File: config.mk
export PLATFORM = sky130hd
export DESIGN_NAME = desc_seq
export DESIGN_NICKNAME = d
export VERILOG_FILES = /design/src/rtl/desc_seq_pkg.sv /design/src/rtl/desc_decode.sv /design/src/rtl/word_lane.sv /design/src/rtl/desc_seq.sv
export SDC_FILE = /design/constraint.sdc
export NUM_CORES = 1
export LEC_CHECK = 0
export BUFFER_PORTS_ARGS = -buffer_cell sky130_fd_sc_hd__buf_2
export CORE_MARGIN = 2
export CORE_UTILIZATION = 40
export CTS_BUF_LIST = sky130_fd_sc_hd__clkbuf_8
export CTS_CLUSTER_DIAMETER = 50
export DETAILED_ROUTE_END_ITERATION = 6
export PLACE_DENSITY_LB_ADDON = 0.08
export SLEW_MARGIN = 20
export SYNTH_ARGS = -nofsm -noshare
export SYNTH_HDL_FRONTEND = slang
export SYNTH_SLANG_ARGS = --single-unit
File: constraint.sdc
create_clock -name clk_i -period 2.4 [get_ports clk_i]
set_input_delay 0.24 -clock clk_i [delete_from_list [all_inputs] [get_ports clk_i]]
set_output_delay 0.24 -clock clk_i [all_outputs]
set_load 0.005 [all_outputs]
File: src/rtl/desc_seq_pkg.sv
package desc_seq_pkg;
  localparam int AW         = 32;
  localparam int DW         = 32;
  localparam int CNT_W      = 16;
  localparam int KEY_W      = 3;
  localparam int OP_W       = 4;
  localparam int DESC_WORDS = 4;
  localparam int IDX_W      = $clog2(DESC_WORDS);
  localparam int DESC_BYTES = DESC_WORDS * (DW / 8);

  localparam logic [OP_W-1:0] OP_OUT_MORE = 4'd0;
  localparam logic [OP_W-1:0] OP_OUT_LAST = 4'd1;
  localparam logic [OP_W-1:0] OP_IN_MORE  = 4'd2;
  localparam logic [OP_W-1:0] OP_IN_LAST  = 4'd3;
  localparam logic [OP_W-1:0] OP_STORE    = 4'd4;
  localparam logic [OP_W-1:0] OP_LOAD     = 4'd5;
  localparam logic [OP_W-1:0] OP_NOP      = 4'd6;
  localparam logic [OP_W-1:0] OP_STOP     = 4'd7;

  localparam logic [KEY_W-1:0] KEY_STREAM_TOP = 3'd3;
  localparam logic [KEY_W-1:0] KEY_ILLEGAL    = 3'd4;
  localparam logic [KEY_W-1:0] KEY_REGSPACE   = 3'd5;
  localparam logic [KEY_W-1:0] KEY_SYSTEM     = 3'd6;

  localparam logic [1:0] SZ_WORD = 2'd2;

  typedef enum logic [2:0] {ACT_KILL, ACT_STOP, ACT_DEV, ACT_MEM, ACT_DONE} act_e;
  typedef enum logic [2:0] {S_IDLE, S_FETCH, S_EXEC, S_DEV, S_WORD, S_WB} state_e;
endpackage

File: src/rtl/desc_decode.sv
module desc_decode
  import desc_seq_pkg::*;
(
  input  logic [OP_W-1:0]  op_i,
  input  logic [KEY_W-1:0] key_i,
  input  logic [1:0]       req_sz_i,   // request count bits 2:1
  input  logic [AW-1:0]    addr_i,
  output act_e             act_o,
  output logic             out_o,
  output logic             last_o,
  output logic             store_o,
  output logic [1:0]       size_o
);
  always_comb begin
    out_o   = (op_i == OP_OUT_MORE) || (op_i == OP_OUT_LAST);
    last_o  = (op_i == OP_OUT_LAST) || (op_i == OP_IN_LAST);
    store_o = (op_i == OP_STORE);
    size_o  = req_sz_i[1] ? 2'd2 : (req_sz_i[0] ? 2'd1 : 2'd0);
    act_o   = ACT_KILL;
    if (key_i != KEY_ILLEGAL) begin
      case (op_i)
        OP_OUT_MORE, OP_OUT_LAST, OP_IN_MORE, OP_IN_LAST:
          act_o = (addr_i == '0 || key_i > KEY_STREAM_TOP) ? ACT_KILL : ACT_DEV;
        OP_STORE, OP_LOAD:
          if (key_i < KEY_REGSPACE)     act_o = ACT_KILL;
          else if (key_i == KEY_SYSTEM) act_o = ACT_MEM;
          else                          act_o = ACT_DONE;
        OP_NOP:  act_o = ACT_DONE;
        OP_STOP: act_o = ACT_STOP;
        default: act_o = ACT_KILL;
      endcase
    end
  end
endmodule

File: src/rtl/word_lane.sv
module word_lane #(
  parameter int W = 32
) (
  input  logic [1:0]   size_i,
  input  logic [W-1:0] old_i,
  input  logic [W-1:0] new_i,
  output logic [W-1:0] merged_o
);
  localparam int NB = W / 8;
  logic [3:0]   nbytes;
  logic [W-1:0] mask;

  assign nbytes = 4'd1 << size_i;

  for (genvar b = 0; b < NB; b++) begin : g_lane
    localparam logic [3:0] LANE = 4'(b);
    assign mask[b*8 +: 8] = (LANE < nbytes) ? 8'hFF : 8'h00;
  end

  assign merged_o = (old_i & ~mask) | (new_i & mask);
endmodule

File: src/rtl/desc_seq.sv
module desc_seq
  import desc_seq_pkg::*;
#(
  parameter int DSTAT_W = 4
) (
  input  logic               clk_i,
  input  logic               rst_ni,
  input  logic               run_i,
  input  logic               activate_i,
  input  logic               wake_i,
  input  logic               ptr_load_i,
  input  logic [AW-1:0]      ptr_i,
  input  logic [DSTAT_W-1:0] dev_stat_i,
  output logic               mem_req_o,
  output logic               mem_we_o,
  output logic [AW-1:0]      mem_addr_o,
  output logic [DW-1:0]      mem_wdata_o,
  output logic [1:0]         mem_size_o,
  input  logic               mem_ack_i,
  input  logic [DW-1:0]      mem_rdata_i,
  output logic               dev_req_o,
  output logic               dev_out_o,
  output logic               dev_last_o,
  output logic [KEY_W-1:0]   dev_key_o,
  output logic [AW-1:0]      dev_addr_o,
  output logic [CNT_W-1:0]   dev_len_o,
  input  logic               dev_done_i,
  input  logic [CNT_W-1:0]   dev_rem_i,
  output logic               active_o,
  output logic               dead_o,
  output logic               wake_o,
  output logic               irq_o,
  output logic               cmd_done_o,
  output logic [AW-1:0]      ptr_o
);
  localparam int PAD_W = CNT_W - 4 - DSTAT_W;

  state_e           state_q;
  logic [IDX_W-1:0] idx_q;
  logic [AW-1:0]    ptr_q;
  logic [DW-1:0]    desc_q [DESC_WORDS];
  logic             active_q, dead_q, wake_q, irq_q, done_q;

  act_e             act;
  logic             is_out, is_last, is_store;
  logic [1:0]       size;
  logic [DW-1:0]    dep_merged;
  logic [CNT_W-1:0] status_now;
  logic [AW-1:0]    word_addr;

  desc_decode u_dec (
    .op_i    (desc_q[0][31:28]),
    .key_i   (desc_q[0][26:24]),
    .req_sz_i(desc_q[0][2:1]),
    .addr_i  (desc_q[1]),
    .act_o   (act),
    .out_o   (is_out),
    .last_o  (is_last),
    .store_o (is_store),
    .size_o  (size)
  );

  word_lane #(.W(DW)) u_lane (
    .size_i  (size),
    .old_i   (desc_q[2]),
    .new_i   (mem_rdata_i),
    .merged_o(dep_merged)
  );

  assign status_now = {run_i, active_q, dead_q, wake_q, {PAD_W{1'b0}}, dev_stat_i};
  assign word_addr  = ptr_q + {{(AW-IDX_W-2){1'b0}}, idx_q, 2'b00};

  always_ff @(posedge clk_i or negedge rst_ni) begin
    if (!rst_ni) begin
      state_q  <= S_IDLE;
      idx_q    <= '0;
      ptr_q    <= '0;
      for (int i = 0; i < DESC_WORDS; i++) desc_q[i] <= '0;
      active_q <= 1'b0;
      dead_q   <= 1'b0;
      wake_q   <= 1'b0;
      irq_q    <= 1'b0;
      done_q   <= 1'b0;
    end else begin
      irq_q  <= 1'b0;
      done_q <= 1'b0;
      if (!run_i)     dead_q   <= 1'b0;
      if (wake_i)     wake_q   <= 1'b1;
      if (activate_i) active_q <= 1'b1;
      if (ptr_load_i && state_q == S_IDLE && !active_q)
        ptr_q <= {ptr_i[AW-1:4], 4'h0};
      case (state_q)
        S_IDLE: if (run_i && active_q) begin
          state_q <= S_FETCH;
          idx_q   <= '0;
          wake_q  <= 1'b0;
        end
        S_FETCH: if (mem_ack_i) begin
          desc_q[idx_q] <= mem_rdata_i;
          idx_q         <= idx_q + 1'b1;
          if (idx_q == IDX_W'(DESC_WORDS - 1)) state_q <= S_EXEC;
        end
        S_EXEC: begin
          idx_q <= '0;
          case (act)
            ACT_KILL: begin
              dead_q   <= 1'b1;
              active_q <= 1'b0;
              irq_q    <= 1'b1;
              state_q  <= S_IDLE;
            end
            ACT_STOP: begin
              active_q <= 1'b0;
              state_q  <= S_IDLE;
            end
            ACT_DEV: state_q <= S_DEV;
            ACT_MEM: state_q <= S_WORD;
            default: begin
              desc_q[3][31:16] <= status_now;
              state_q          <= S_WB;
            end
          endcase
        end
        S_DEV: if (dev_done_i) begin
          desc_q[3] <= {status_now, dev_rem_i};
          state_q   <= S_WB;
        end
        S_WORD: if (mem_ack_i) begin
          if (!is_store) desc_q[2] <= dep_merged;
          desc_q[3][31:16] <= status_now;
          state_q          <= S_WB;
        end
        S_WB: if (mem_ack_i) begin
          idx_q <= idx_q + 1'b1;
          if (idx_q == IDX_W'(DESC_WORDS - 1)) begin
            ptr_q   <= ptr_q + AW'(DESC_BYTES);
            done_q  <= 1'b1;
            state_q <= S_IDLE;
          end
        end
        default: state_q <= S_IDLE;
      endcase
    end
  end

  always_comb begin
    mem_req_o   = (state_q == S_FETCH) || (state_q == S_WORD) || (state_q == S_WB);
    mem_we_o    = (state_q == S_WB) || (state_q == S_WORD && is_store);
    mem_addr_o  = (state_q == S_WORD) ? desc_q[1] : word_addr;
    mem_wdata_o = (state_q == S_WB) ? desc_q[idx_q] : desc_q[2];
    mem_size_o  = (state_q == S_WORD) ? size : SZ_WORD;
  end

  assign dev_req_o  = (state_q == S_DEV);
  assign dev_out_o  = is_out;
  assign dev_last_o = is_last;
  assign dev_key_o  = desc_q[0][26:24];
  assign dev_addr_o = desc_q[1];
  assign dev_len_o  = desc_q[0][15:0];
  assign active_o   = active_q;
  assign dead_o     = dead_q;
  assign wake_o     = wake_q;
  assign irq_o      = irq_q;
  assign cmd_done_o = done_q;
  assign ptr_o      = ptr_q;
endmodule

Yosys cells after proc, flatten, opt, wreduce, memory -nomap -nowiden
Index checks and enable logic that the tools add are counted.
Word-level totals
  register bits: 170
  input port bits: 92
  output and inout bits: 159
  logic and storage cells: 147
Operators by class
  $add $sub $neg: 3
  magnitude comparators: 8
  equality and inequality tests: 28
  shift operators: 1
  mux-type cells: 58
  bitwise gates (word level): 5
  reductions and logical operators: 31
Operator list (count)
  $mux 32: 11
  $bwmux 128: 1
  $and 32x32->32: 2
  $bmux 32 s2: 1
  $demux 32 s2: 1
  $mux 64: 1
  $pmux 16 s4: 1
  $pmux 32 s2: 1
  $mux 48: 1
  $add 32x4->32: 1
  $add 32x5->32 const B: 1
  $logic_not 32->1: 1
  $mux 8: 4
  $not 32->32: 1
  $or 32x32->32: 1
  $pmux 16 s2: 1
  $mux 3: 10
  $pmux 3 s6: 1
  $eq 4x3->1 const B: 4
  $mux 16: 1
  $mux 1: 15
  $ne 2x2->1 const B: 7
  $eq 3x2->1 const B: 4
  $pmux 3 s4: 1
  34 further kinds: 61

Logic depth before layout (Yosys ltp)
Gate-level depths: netlist (run 1).
  word-level depth: 11
  depth in mapped cells: 10
  gate-level depth less buffers: 8

By module
From an unflattened synthesis (run 1), not the netlist that was laid out.
Unflattened totals
  cells, all modules: 1199
  area, all modules: 10876.7 sq um
Modules (own cells, without submodules)
  desc_seq: times used 1, cells each 1137, area an instance 10313.6 sq um, seq. area each 4254.1 sq um
  word_lane: times used 1, cells each 35, area an instance 389.1 sq um, seq. area each 0.0 sq um
  desc_decode: times used 1, cells each 27, area an instance 173.9 sq um, seq. area each 0.0 sq um

Worst setup path before layout (run 1)
Ideal clock, no wire load.
  kind: reg2out
  from: reg idx_q[1]
  to: out mem_addr_o[20]
  arrival: 2117 ps
  required time: 2160 ps
  path slack: 43 ps
  cell stages (with the launch flop): 9
  buffers on the path: 1
  cell sequence: dfrtp_1 > clkbuf_1 > inv_1 > fa_1 > nand2b_1 > nor2_1 > nor4b_2 > xnor2_1 > o21ai_0
Between the ends
  word-level cells in the longest chain between the ends: 2
Ends and longest elaborated chain
  start, declared: line desc_seq.sv:39  | logic [IDX_W-1:0] idx_q;
  start signal, assigned: line desc_seq.sv:100  | idx_q <= idx_q + 1'b1;
  start signal, assigned: line desc_seq.sv:134  | idx_q <= idx_q + 1'b1;
  $add 32x4->32: line desc_seq.sv:71  | assign word_addr = ptr_q + {{(AW-IDX_W-2){1'b0}}, idx_q, 2'b00};
  $mux 32: line desc_seq.sv:149  | mem_addr_o = (state_q == S_WORD) ? desc_q[1] : word_addr;
  end, declared: line desc_seq.sv:16  | output logic [AW-1:0] mem_addr_o,
Every way passes these cells.

Worst setup path in the final report (run 1)
  from: reg ptr_q[2], in the netlist ptr_o[2]
  to: out mem_addr_o[20]
Between the ends
  word-level cells in the longest chain between the ends: 2
Ends and longest elaborated chain
  start, declared: line desc_seq.sv:40  | logic [AW-1:0] ptr_q;
  start signal, assigned: line desc_seq.sv:91  | ptr_q <= {ptr_i[AW-1:4], 4'h0};
  start signal, assigned: line desc_seq.sv:136  | ptr_q <= ptr_q + AW'(DESC_BYTES);
  $add 32x4->32: line desc_seq.sv:71
  $mux 32: line desc_seq.sv:149
Every way passes these cells.

==> results.md, run 1 <==
- Final setup violating endpoints: 15
- Master cell of the clock root buffer: sky130_fd_sc_hd__clkbuf_8
- Worst Tran Pin Value: ~0.7 ns
- Commonest non-fill, non-tap cell in the layout: sky130_fd_sc_hd__buf_2
- Setup repair after global routing missed its margin: true
- CTS buffer count: 17
- Yosys warnings: 0
- Hold Fails Final Rpt: 0
- Count of input and output buffers: between 200 and 250
- Summed instance area of the synthesized netlist: 10300 sq um
- Final worst setup slack: -0.228 ns
- Average footprint of a synthesized cell: 9.17 sq um
- Final sum of negative setup slack: -1.94 ns
- Routed Antenna Nets: 0
- DRC violation count after routing: 0
- Detailed placer's ending HPWL: ~26 mm
- Commonest non-fill, non-tap cells in the layout: sky130_fd_sc_hd__buf_2, sky130_fd_sc_hd__dfrtp_1, sky130_fd_sc_hd__nand2_1
- Data required time at the worst endpoint: about 2.2 ns
- Overflow after GRT: 0
- F_max: between 300 and 400 MHz
- CTS tree: done
- Pin count of the biggest net entering global routing: 55
- Post-synthesis sequential area ratio: about two fifths
- Largest cells by area after synthesis: sky130_fd_sc_hd__dfrtp_1, sky130_fd_sc_hd__mux2_2, sky130_fd_sc_hd__nand2_1
- Area growth from synthesis to layout: 31.1%
- Post-synth EDFFs: 0
- Wirelength, routed: about 37 mm
- Average detailed-routed wire length per instance: approximately 21 um
- Cell with the largest stage delay on the worst path: sky130_fd_sc_hd__dfrtp_1
- Number of H-tree levels: 4
- Clock-pin slew of the registers on the worst-case setup and hold paths: between 0.1 and 0.15 ns
- CTS sink count: 170
- Number of detailed-route iterations in the first pass: 6
- Fraction of synthesized cell area taken by the top area cell type: between 40% and 50%
- Portion of the clock cycle consumed by the worst path in the final layout: 109%
- Gpl congestion: approximately 0.9
- First-pass GRT wire length: about 54 mm
- Type of element launching the critical path: register
- Number of nets at the end of the flow: 1505
- Initial cell density of the core: 40.8%
- Slew HR: between 50% and 60%
- Io pins: 251
- Via-per-instance ratio: approximately 5.6
- Top delay family on crit path: adder cells
- Total of max-cap violations: 0
- Slowest cell delay on critical path: 0.40 ns
- Overall die area: 27000 sq um
- Dpl cells: between 1500 and 2000
- List of cells traversed by the critical path: ha_4, inv_2, fa_2, nand2b_4, nor2_4, buf_6, nor4b_4, xnor2_1, o21ai_1, buf_2
- Leading register cell type out of synthesis: sky130_fd_sc_hd__dfrtp_1
- Netlist cell types: 66
- Yosys top cell by area: sky130_fd_sc_hd__dfrtp_1
- Number of buffers and inverters on the critical path: 3
- Leakage dissipation: 6.01 nW
- Worst vdd ir: approximately 0.00053 V
- Die extent in x: 164 um
- Total global routing track utilization: 26.8%
- Clock latency at the later pin of the worst-skew pair: 0.47 ns
- Largest fanout on the critical path: 6
- Status: finished with violations
- Via count of the first global-routing pass: approximately 9000
- Filler-free cell count of the finished design: around 1800
- Max-slew violations: 0
- Worst path arrival time: 2.39 ns
- Layout cells sized above 1: a little over two fifths
- Core outline area: ~25000 sq um
- Worst clock skew: ~0.022 ns
- Worst-case clock buffer depth: 2
- Number of synthesized register bits: 170
- Syn nets: between 1000 and 1500
- Number of antenna violations at the first check in global routing: 2
- Failing checks: negative setup slack
- Iter 0 DRT Violations: about 850
- Die height: 164 um
- Proportion of register bits with asynchronous set or reset after synthesis: 100%
- Ratio of total power to cell area: 1270 nW/um^2
- Min Clock Period, post-route: roughly 2.6 ns
- Count of vias placed by the detailed router: 9807
- Synth Instances: 1119
- Critical path endpoint category: output pin
- Number of standard-cell rows in the floorplan: slightly below 60
- Worst hold path type: in2reg
- Type of the setup path with the least slack: reg2out
[timing repair]
action                                  CTS  global route
endpoints found under the setup margin   59            63
setup buffers                            12            36
pin swaps                                13            38
resized for setup                        50            60
gates cloned                              3             0
hold endpoints to repair                 59             0
hold buffers                             11             0
[synth_stat cells (all sizes together), types with 4 or more instances]
master and n:
dfrtp 170, nand2 142, mux2 111, o21ai 108, buf 90, a21oi 61, nor2 59, clkbuf 46
o22ai 40, or3 34, nand3 32, and3 20, nor3 20, nor4 20, a31oi 17, nand4 16
xor2 15, xnor2 14, a311oi 13, and2 10, nand2b 9, ha 7, inv 7, and4 6
a211oi 5, nor3b 5, nand4b 4
[power by group]
part	leakage, nW	internal [W]	switching, W
combinational	3.73	0.00476	0.00473
sequential	2.08	0.00414	0.00129
clock	0.208	0.000888	0.00128
[layout make-up]
| type | count | area [sq um] |
|---|---|---|
| Fill cell | 2390 | 11700 |
| Multi-Input combinational cell | 805 | 5510 |
| Sequential cell | 170 | 4280 |
| Timing Repair Buffer | 403 | 2810 |
| Tap cell | 330 | 413 |
| Clock buffer | 17 | 234 |
| Clock inverter | 15 | 186 |
| Inverter | 8 | 30.0 |
| Antenna cell | 2 | 5.00 |
[worst min-delay path, cell delays in order]
cell and delay [ns]:
sky130_fd_sc_hd__buf_2 0.07, sky130_fd_sc_hd__nor2_1 0.03, sky130_fd_sc_hd__a21oi_1 0.11
[worst paths after layout]
path                                   startpoint                endpoint  slack, ns  cells after the start
setup / recovery             ptr_o[2]$_DFFE_PN0N_          mem_addr_o[20]      -0.23                     10
hold / removal                          ptr_i[15]     ptr_o[15]$_DFF_PN0_       0.03                      3
setup reg to reg             idx_q[0]$_DFFE_PN0P_     ptr_o[12]$_DFF_PN0_       0.17                      9
hold reg to reg            desc_q[29]$_DFFE_PN0P_  desc_q[29]$_DFFE_PN0P_       0.49                      2
max in group asynchronous                  rst_ni     ptr_o[22]$_DFF_PN0_       1.36                      3
min in group asynchronous                  rst_ni    cmd_done_o$_DFF_PN0_       0.30                      2
[metal layers]
metal / share of wire (%) / vias up / routed length (um) / track usage [%]
met5: 0.019 / - / 7 / 0
met4: 2.5 / 2 / 927 / 8.69
met3: 5.4 / 54 / 2010 / 4.22
met2: 47 / 367 / 17200 / 42.3
met1: 45 / 4824 / 16800 / 37.8
li1: - / 4560 / - / -
[per-stage QoR]
step           total power, W  hold slack (ns)  worst slack (ns)  instance area [sq um]  util [%]
6_report               0.0171           0.0287            -0.228                  13500      53.5
3_5_place_dp           0.0140            0.244           -0.0503                  12100      48.1
3_3_place_gp           0.0139            0.246           -0.0159                  12100      48.1
2_1_floorplan          0.0104          -0.0556            0.0434                  10300         -
5_1_grt                0.0182          0.00424            -0.334                  13500      53.4
4_1_cts                0.0167         0.000299            -0.341                  13000      51.6
[logic make-up after synthesis]
group,count (synthesis),share of synthesized area (%)
flops,170,41.4
mux,114,12.5
fa+ha+maj,8,1.05
buf+inv,144,7.86
xor+xnor,29,2.47
compound gates,264,15.0
simple gates,390,19.8
(Power assumes the default switching activity.)
==> inputs of run 2 (changes only) <==
- CTS_BUF_LIST: sky130_fd_sc_hd__clkbuf_8 -> unset
- SETUP_SLACK_MARGIN: unset -> 0.1
==> run 2 against run 1 <==
Register-to-register slack better by 0.03 ns; hold slack better by 0.0044 ns; die area unchanged; sequential power down 1%; power up 2.6%; final cell count down 0.57%; core utilization up 0.24 points; the flow still finishes with violations (negative setup slack); sequential share of layout area down 0.22 points; worst setup slack worse by 0.058 ns; critical path depth unchanged; wire length up 1.7%.
==> results.md, run 2 (synthesized netlist as in run 1, its figures left out) <==
- Number of standard-cell rows in the floorplan: 58
- Layout cells sized above 1: between 40% and 50%
- Post-layout instance area: 13500 sq um
- Commonest non-fill, non-tap cells in the layout: sky130_fd_sc_hd__buf_2, sky130_fd_sc_hd__dfrtp_1, sky130_fd_sc_hd__nand2_1
- CTS buffer count: 17
- Core outline area: about 25000 sq um
- Count of input and output buffers: between 200 and 250
- Commonest non-fill, non-tap cell in the layout: sky130_fd_sc_hd__buf_2
- Worst hold path type: in2reg
- Status: finished with violations
- Routed Antenna Nets: 0
- Leakage dissipation: a little over 6 nW
- Count of vias placed by the detailed router: around 10000
- Wirelength, routed: 37.6 mm
- Area growth from synthesis to layout: 31.7%
- Worst vdd ir: 0.000632 V
- Pin count of the biggest net entering global routing: 66
- Average detailed-routed wire length per instance: between 20 and 25 um
- DRC violation count after routing: 0
- Iter 0 DRT Violations: around 670
- Worst path arrival time: about 2.5 ns
- Worst clock skew: ~0.013 ns
- Type of element launching the critical path: register
- Filler-free cell count of the finished design: around 1700
- List of cells traversed by the critical path: ha_4, inv_2, fa_2, nand2b_4, nor2_4, buf_6, and4_4, xnor2_2, o21ai_1, buf_2
- Initial cell density of the core: just over 40%
- Startpoint of the worst register-to-register path: idx_q[0]$_DFFE_PN0P_
- Die height: 164 um
- Number of detailed-route iterations in the first pass: 5
- Min Clock Period, post-route: between 2 and 3 ns
- Critical path endpoint category: output pin
- Setup repair after global routing missed its margin: true
- Hold Fails Final Rpt: 0
- Number of antenna violations at the first check in global routing: 2
- Startpoint of the lowest-slack hold path: ptr_i[4]
- Largest fanout on the critical path: 4
- Total of max-cap violations: 0
- Gpl congestion: slightly below 0.9
- F_max: approximately 370 MHz
- Hold path cells: 2
- Via-per-instance ratio: around 5.6
- Slowest cell delay on critical path: about 0.40 ns
- Dpl cells: about 1700
- Final setup violating endpoints: 47
- Worst setup slack for register-to-register paths: ~0.20 ns
- Worst-case clock buffer depth: 2
- Failing checks: negative setup slack
- Number of cells on the worst reg-to-reg path: 10
- Worst Tran Pin Value: a little over 0.7 ns
- CTS sink count: between 150 and 200
- Max-slew violations: 0
- Ratio of total power to cell area: 1300 nW/um^2
- Cell with the largest stage delay on the worst path: sky130_fd_sc_hd__dfrtp_2
- Data required time at the worst endpoint: between 2 and 2.5 ns
- Total global routing track utilization: approximately 27%
- First-pass GRT wire length: between 50 and 60 mm
- Number of nets at the end of the flow: 1496
- Overall die area: about 27000 sq um
- Master cell of the clock root buffer: sky130_fd_sc_hd__clkbuf_16
- Portion of the clock cycle consumed by the worst path in the final layout: 112%
- Via count of the first global-routing pass: 9309
- Die extent in x: roughly 160 um
- Crit Reg-Reg Endpoint: desc_q[6]$_DFFE_PN0P_
- Final worst setup slack: -0.285 ns
- Slew HR: approximately 53%
- Number of H-tree levels: 4
- Instance area after placement: 12200 sq um
- Type of the setup path with the least slack: reg2out
- WHS Endpoint: ptr_o[4]$_DFF_PN0_
- Post-Place Worst Slack: -0.112 ns
- Clock latency at the later pin of the worst-skew pair: between 0.4 and 0.5 ns
- Clock-pin slew of the registers on the worst-case setup and hold paths: around 0.080 ns
- Io pins: 251
- Overflow after GRT: 0
- Detailed placer's ending HPWL: around 26 mm
- CTS tree: done
run 2: changes by cell type in the layout (fill, tap and decap cells not counted), sizes merged:
cell	previous run	this run
dlygate4sd3	11	2
clkinv	9	1
clkbuf	17	21
inv	12	16
bufbuf	3	0
clkinvlp	1	3
bufinv	1	2
diode	2	1
run 2: per-stage QoR:
| stage | TNS [ns] | hold slack, ns | utilization (%) | total power (W) |
|---|---|---|---|---|
| floorplan | 0 | -0.0556 | - | 0.0104 |
| global placement | -0.258 | 0.306 | 48.6 | 0.0139 |
| CTS | -7.49 | 0.0231 | 52.4 | 0.0173 |
| detailed placement | -0.341 | 0.298 | 48.6 | 0.0140 |
| global route | -10.74 | 0.0335 | 53.7 | 0.0187 |
| finish | -5.42 | 0.0331 | 53.7 | 0.0175 |
run 2: layout make-up:
cell class / count / area [sq um]
fillers: 2391 / 11700
flip-flops and latches: 170 / 4270
inverters: 8 / 33.8
clock inverters: 14 / 175
well taps: 330 / 413
clock buffers: 18 / 439
diodes: 1 / 2.50
repair buffers: 394 / 2690
multi-input cells: 805 / 5500
run 2: worst max-delay path by stage:
stage | end | cells past startpoint | start
global route | mem_addr_o[28] | 10 | idx_q[0]$_DFFE_PN0P_
finish | mem_addr_o[28] | 10 | idx_q[0]$_DFFE_PN0P_
floorplan | mem_addr_o[22] | 7 | idx_q[1]$_DFFE_PN0P_
detailed placement | mem_addr_o[20] | 9 | ptr_o[2]$_DFFE_PN0N_
global placement | mem_addr_o[20] | 9 | ptr_o[2]$_DFFE_PN0N_
CTS | mem_addr_o[28] | 10 | ptr_o[2]$_DFFE_PN0N_
run 2: what timing repair did:
| item | 4_1_cts | 5_1_grt |
|---|---|---|
| setup endpoints to repair | 64 | 70 |
| resized for setup | 55 | 42 |
| pin swaps | 17 | 17 |
| endpoints found under the hold margin | 60 | 0 |
| setup buffers | 16 | 14 |
| hold buffers | 2 | 0 |
| cloned | 0 | 3 |
run 2: power breakdown:
part | switching (W) | internal [W] | leakage [nW] | total (W)
Sequential | 0.00123 | 0.00414 | 2.09 | 0.00537
Combinational | 0.00473 | 0.00447 | 3.65 | 0.00920
Clock | 0.00135 | 0.00162 | 0.298 | 0.00296
run 2: metal layers:
| layer | track usage (%) | vias up | share of wire [%] |
|---|---|---|---|
| met5 | 0 | - | 0.019 |
| met4 | 7.50 | 2 | 2.2 |
| met3 | 4.42 | 48 | 5.5 |
| met2 | 44.1 | 344 | 47 |
| met1 | 38.5 | 4878 | 45 |
| li1 | - | 4550 | - |
run 2: worst max-delay path, delay by kind of cell (launching register included):
family | cells | cell delay [ns]
simple gates | 3 | 0.58
fa+ha+maj | 2 | 0.52
flops | 1 | 0.40
buf+inv | 3 | 0.29
xor+xnor | 1 | 0.12
compound gates | 1 | 0.09
==> inputs of run 3 (changes only) <==
- ABC_AREA: unset -> 1
==> run 3 against run 2 <==
Design area is 3.8% higher; sequential share of layout area is 1.1 points lower; clock skew is 0.0040 ns higher; the run still ends with negative setup slack left; area after synthesis is 3.4% higher; clock-buffer cell count stayed put; synthesized cell count is 39% higher; die area is 3.3% higher.
==> results.md, run 3 <==
- Status: finished with violations
- Failing checks: negative setup slack
- Area growth from synthesis to layout: 32.2%
- CTS tree: done
- CTS sink count: between 150 and 200
- Multi-input gate area in the final layout: around 5400 sq um
- Gpl congestion: between 0.8 and 0.9
- Worst clock skew: ~0.017 ns
- Min Clock Period, post-route: between 2 and 3 ns
- Number of standard-cell rows in the floorplan: 59
- Filler-free cell count of the finished design: 2177
- Iter 0 DRT Violations: around 950
- Yosys warnings: 0
- Core outline area: between 20000 and 30000 sq um
- Total global routing track utilization: approximately 28%
- Type of the setup path with the least slack: reg2out
- Largest fanout on the critical path: 5
- Via-per-instance ratio: around 5.2
- Initial cell density of the core: 40.7%
- Overall die area: 27900 sq um
- Netlist cell types: 34
- Worst Tran Pin Value: 0.533 ns
- CTS buffer count: 17
- Data required time at the worst endpoint: roughly 2.2 ns
- Fraction of synthesized cell area taken by the top area cell type: between 40 and 50%
- Final worst setup slack: -0.181 ns
- Critical path endpoint category: output pin
- Routed Antenna Nets: 0
- F_max: between 300 and 400 MHz
- Average detailed-routed wire length per instance: between 15 and 20 um
- List of cells traversed by the critical path: ha_4, inv_2, fa_2, buf_4, buf_6, buf_4, inv_4, nand2_1, xor2_1, o21ai_1, buf_2
- Number of antenna violations at the first check in global routing: 1
- Number of H-tree levels: 4
- Hold Fails Final Rpt: 0
- Average footprint of a synthesized cell: between 6 and 7 sq um
- Worst-case clock buffer depth: 2
- Type of element launching the critical path: register
- Yosys top cell by area: sky130_fd_sc_hd__dfrtp_1
- Dpl cells: approximately 2100
- Count of fill cells added during filler insertion: between 2000 and 3000
- Syn nets: between 1500 and 2000
- Number of detailed-route iterations in the first pass: 5
- Count of input and output buffers: roughly 250
- Wirelength, routed: approximately 41 mm
- Synth Instances: around 1600
- Number of nets at the end of the flow: roughly 1900
- Detailed placer's ending HPWL: about 29 mm
- Die height: 167 um
- Via count of the first global-routing pass: between 10000 and 15000
- DRC violation count after routing: 0
- Post-synthesis sequential area ratio: 40.1%
- Commonest non-fill, non-tap cells in the layout: sky130_fd_sc_hd__nand2_1, sky130_fd_sc_hd__buf_2, sky130_fd_sc_hd__o21ai_0
- Slew HR: 64.5%
- FF+latch area: 4270 sq um
- Worst path arrival time: around 2.3 ns
- Final core utilization: 53.8%
- Total of max-cap violations: 0
- Count leader, synth: sky130_fd_sc_hd__nand2_1
- Post-synth EDFFs: 0
- Slowest cell delay on critical path: 0.40 ns
- Final setup violating endpoints: 23
- Pin count of the biggest net entering global routing: 55
- Worst vdd ir: around 0.00056 V
- Ratio of total power to cell area: about 1300 nW/um^2
- Layout cells sized above 1: approximately 29%
- Cell type with the highest occurrence count on the critical path: sky130_fd_sc_hd__buf_4
- Leakage dissipation: around 7.1 nW
- Largest cells by area after synthesis: sky130_fd_sc_hd__dfrtp_1, sky130_fd_sc_hd__nand2_1, sky130_fd_sc_hd__o21ai_0
- Commonest cells post-synth: sky130_fd_sc_hd__nand2_1, sky130_fd_sc_hd__o21ai_0, sky130_fd_sc_hd__inv_1
- Max-slew violations: 0
- Io pins: roughly 250
- Clock-pin slew of the registers on the worst-case setup and hold paths: roughly 0.080 ns
- Clock latency at the later pin of the worst-skew pair: approximately 0.44 ns
- Proportion of register bits with asynchronous set or reset after synthesis: 100%
- Leading register cell type out of synthesis: sky130_fd_sc_hd__dfrtp_1
- Summed instance area of the synthesized netlist: 10600 sq um
- Number of synthesized register bits: 170
- Portion of the clock cycle consumed by the worst path in the final layout: 108%
- Setup repair after global routing missed its margin: true
- Master cell of the clock root buffer: sky130_fd_sc_hd__clkbuf_16
- Count of vias placed by the detailed router: 11300
- Worst hold path type: in2reg
- First-pass GRT wire length: 60.7 mm
- Overflow after GRT: 0
- Die extent in x: around 170 um
- Cell with the largest stage delay on the worst path: sky130_fd_sc_hd__dfrtp_1
- Commonest non-fill, non-tap cell in the layout: sky130_fd_sc_hd__nand2_1
-- run 3: logic make-up after synthesis --
kind of cell	Yosys count	share of synthesized area [%]
and+or+nand+nor	695	26.8
AOI/OAI and AO/OA	362	18.0
buffers and inverters	312	13.1
DFF	170	40.1
xor gates and xnor gates	12	0.990
adders and majority gates	8	1.01
-- run 3: worst max-delay path, delay by kind of cell, from the launching register on --
family                   cells  cell delay (ns)
AO/OA/AOI/OAI                1             0.11
XOR/XNOR                     1             0.15
adder cells (fa/ha/maj)      2             0.54
buffers and inverters        6             0.63
flip-flops                   1             0.40
AND/OR/NAND/NOR              1             0.06
-- run 3: final timing paths --
kind / from / to / slack, ns / cells past startpoint
max: ptr_o[2]$_DFFE_PN0N_ / mem_addr_o[8] / -0.18 / 11
min reg2reg: register / register / 0.47 / 2
max in group asynchronous: rst_ni / ptr_o[11]$_DFF_PN0_ / 1.29 / 3
min: ptr_i[30] / ptr_o[30]$_DFF_PN0_ / 0.05 / 3
min in group asynchronous: rst_ni / dev_len_o[9]$_DFFE_PN0P_ / 0.32 / 2
max reg2reg: idx_q[1]$_DFFE_PN0P_ / ptr_o[21]$_DFF_PN0_ / 0.20 / 11
-- run 3: final cells by class --
class / count / area share, %
multi-input cells: 1077 / 38.6
flip-flops and latches: 170 / 30.4
repair buffers: 371 / 18.3
inverters: 192 / 5.30
clock buffers: 18 / 3.06
well taps: 335 / 2.99
clock inverters: 13 / 1.28
diodes: 1 / 0.0178
-- run 3: through the flow --
stage	cell area [sq um]	hold slack, ns	setup TNS [ns]	setup WS (ns)	total power [W]
global route	14000	0.0503	-4.86	-0.275	0.0195
floorplan	10600	-0.0556	0	0.116	0.0101
detailed placement	12100	0.234	0	0.0689	0.0134
CTS	13300	0.0409	-1.59	-0.211	0.0171
global placement	12100	0.234	0	0.0897	0.0133
finish	14000	0.0471	-1.93	-0.181	0.0182
-- run 3: routing by layer --
| metal | vias up | part of all wire [%] | global-route usage [%] | routed length (um) |
|---|---|---|---|---|
| met4 | 0 | 2.1 | 7.50 | 877 |
| li1 | 5496 | - | - | - |
| met5 | - | 0 | 0 | 0 |
| met1 | 5338 | 44 | 39.1 | 18000 |
| met2 | 432 | 47 | 45.1 | 19300 |
| met3 | 61 | 6.5 | 4.30 | 2680 |
-- run 3: repair_timing --
| action | CTS | global route |
|---|---|---|
| hold buffers | 1 | 0 |
| endpoints found under the setup margin | 59 | 79 |
| gates cloned | 1 | 10 |
| pin swaps | 26 | 44 |
| buffers inserted | 25 | 29 |
| hold endpoints to repair | 47 | 0 |
| gates resized for setup | 119 | 136 |
-- run 3: where the power goes --
part	switching (W)	internal, W	total [W]
registers	0.00133	0.00411	0.00544
logic	0.00565	0.00412	0.00977
clock network	0.00131	0.00167	0.00297
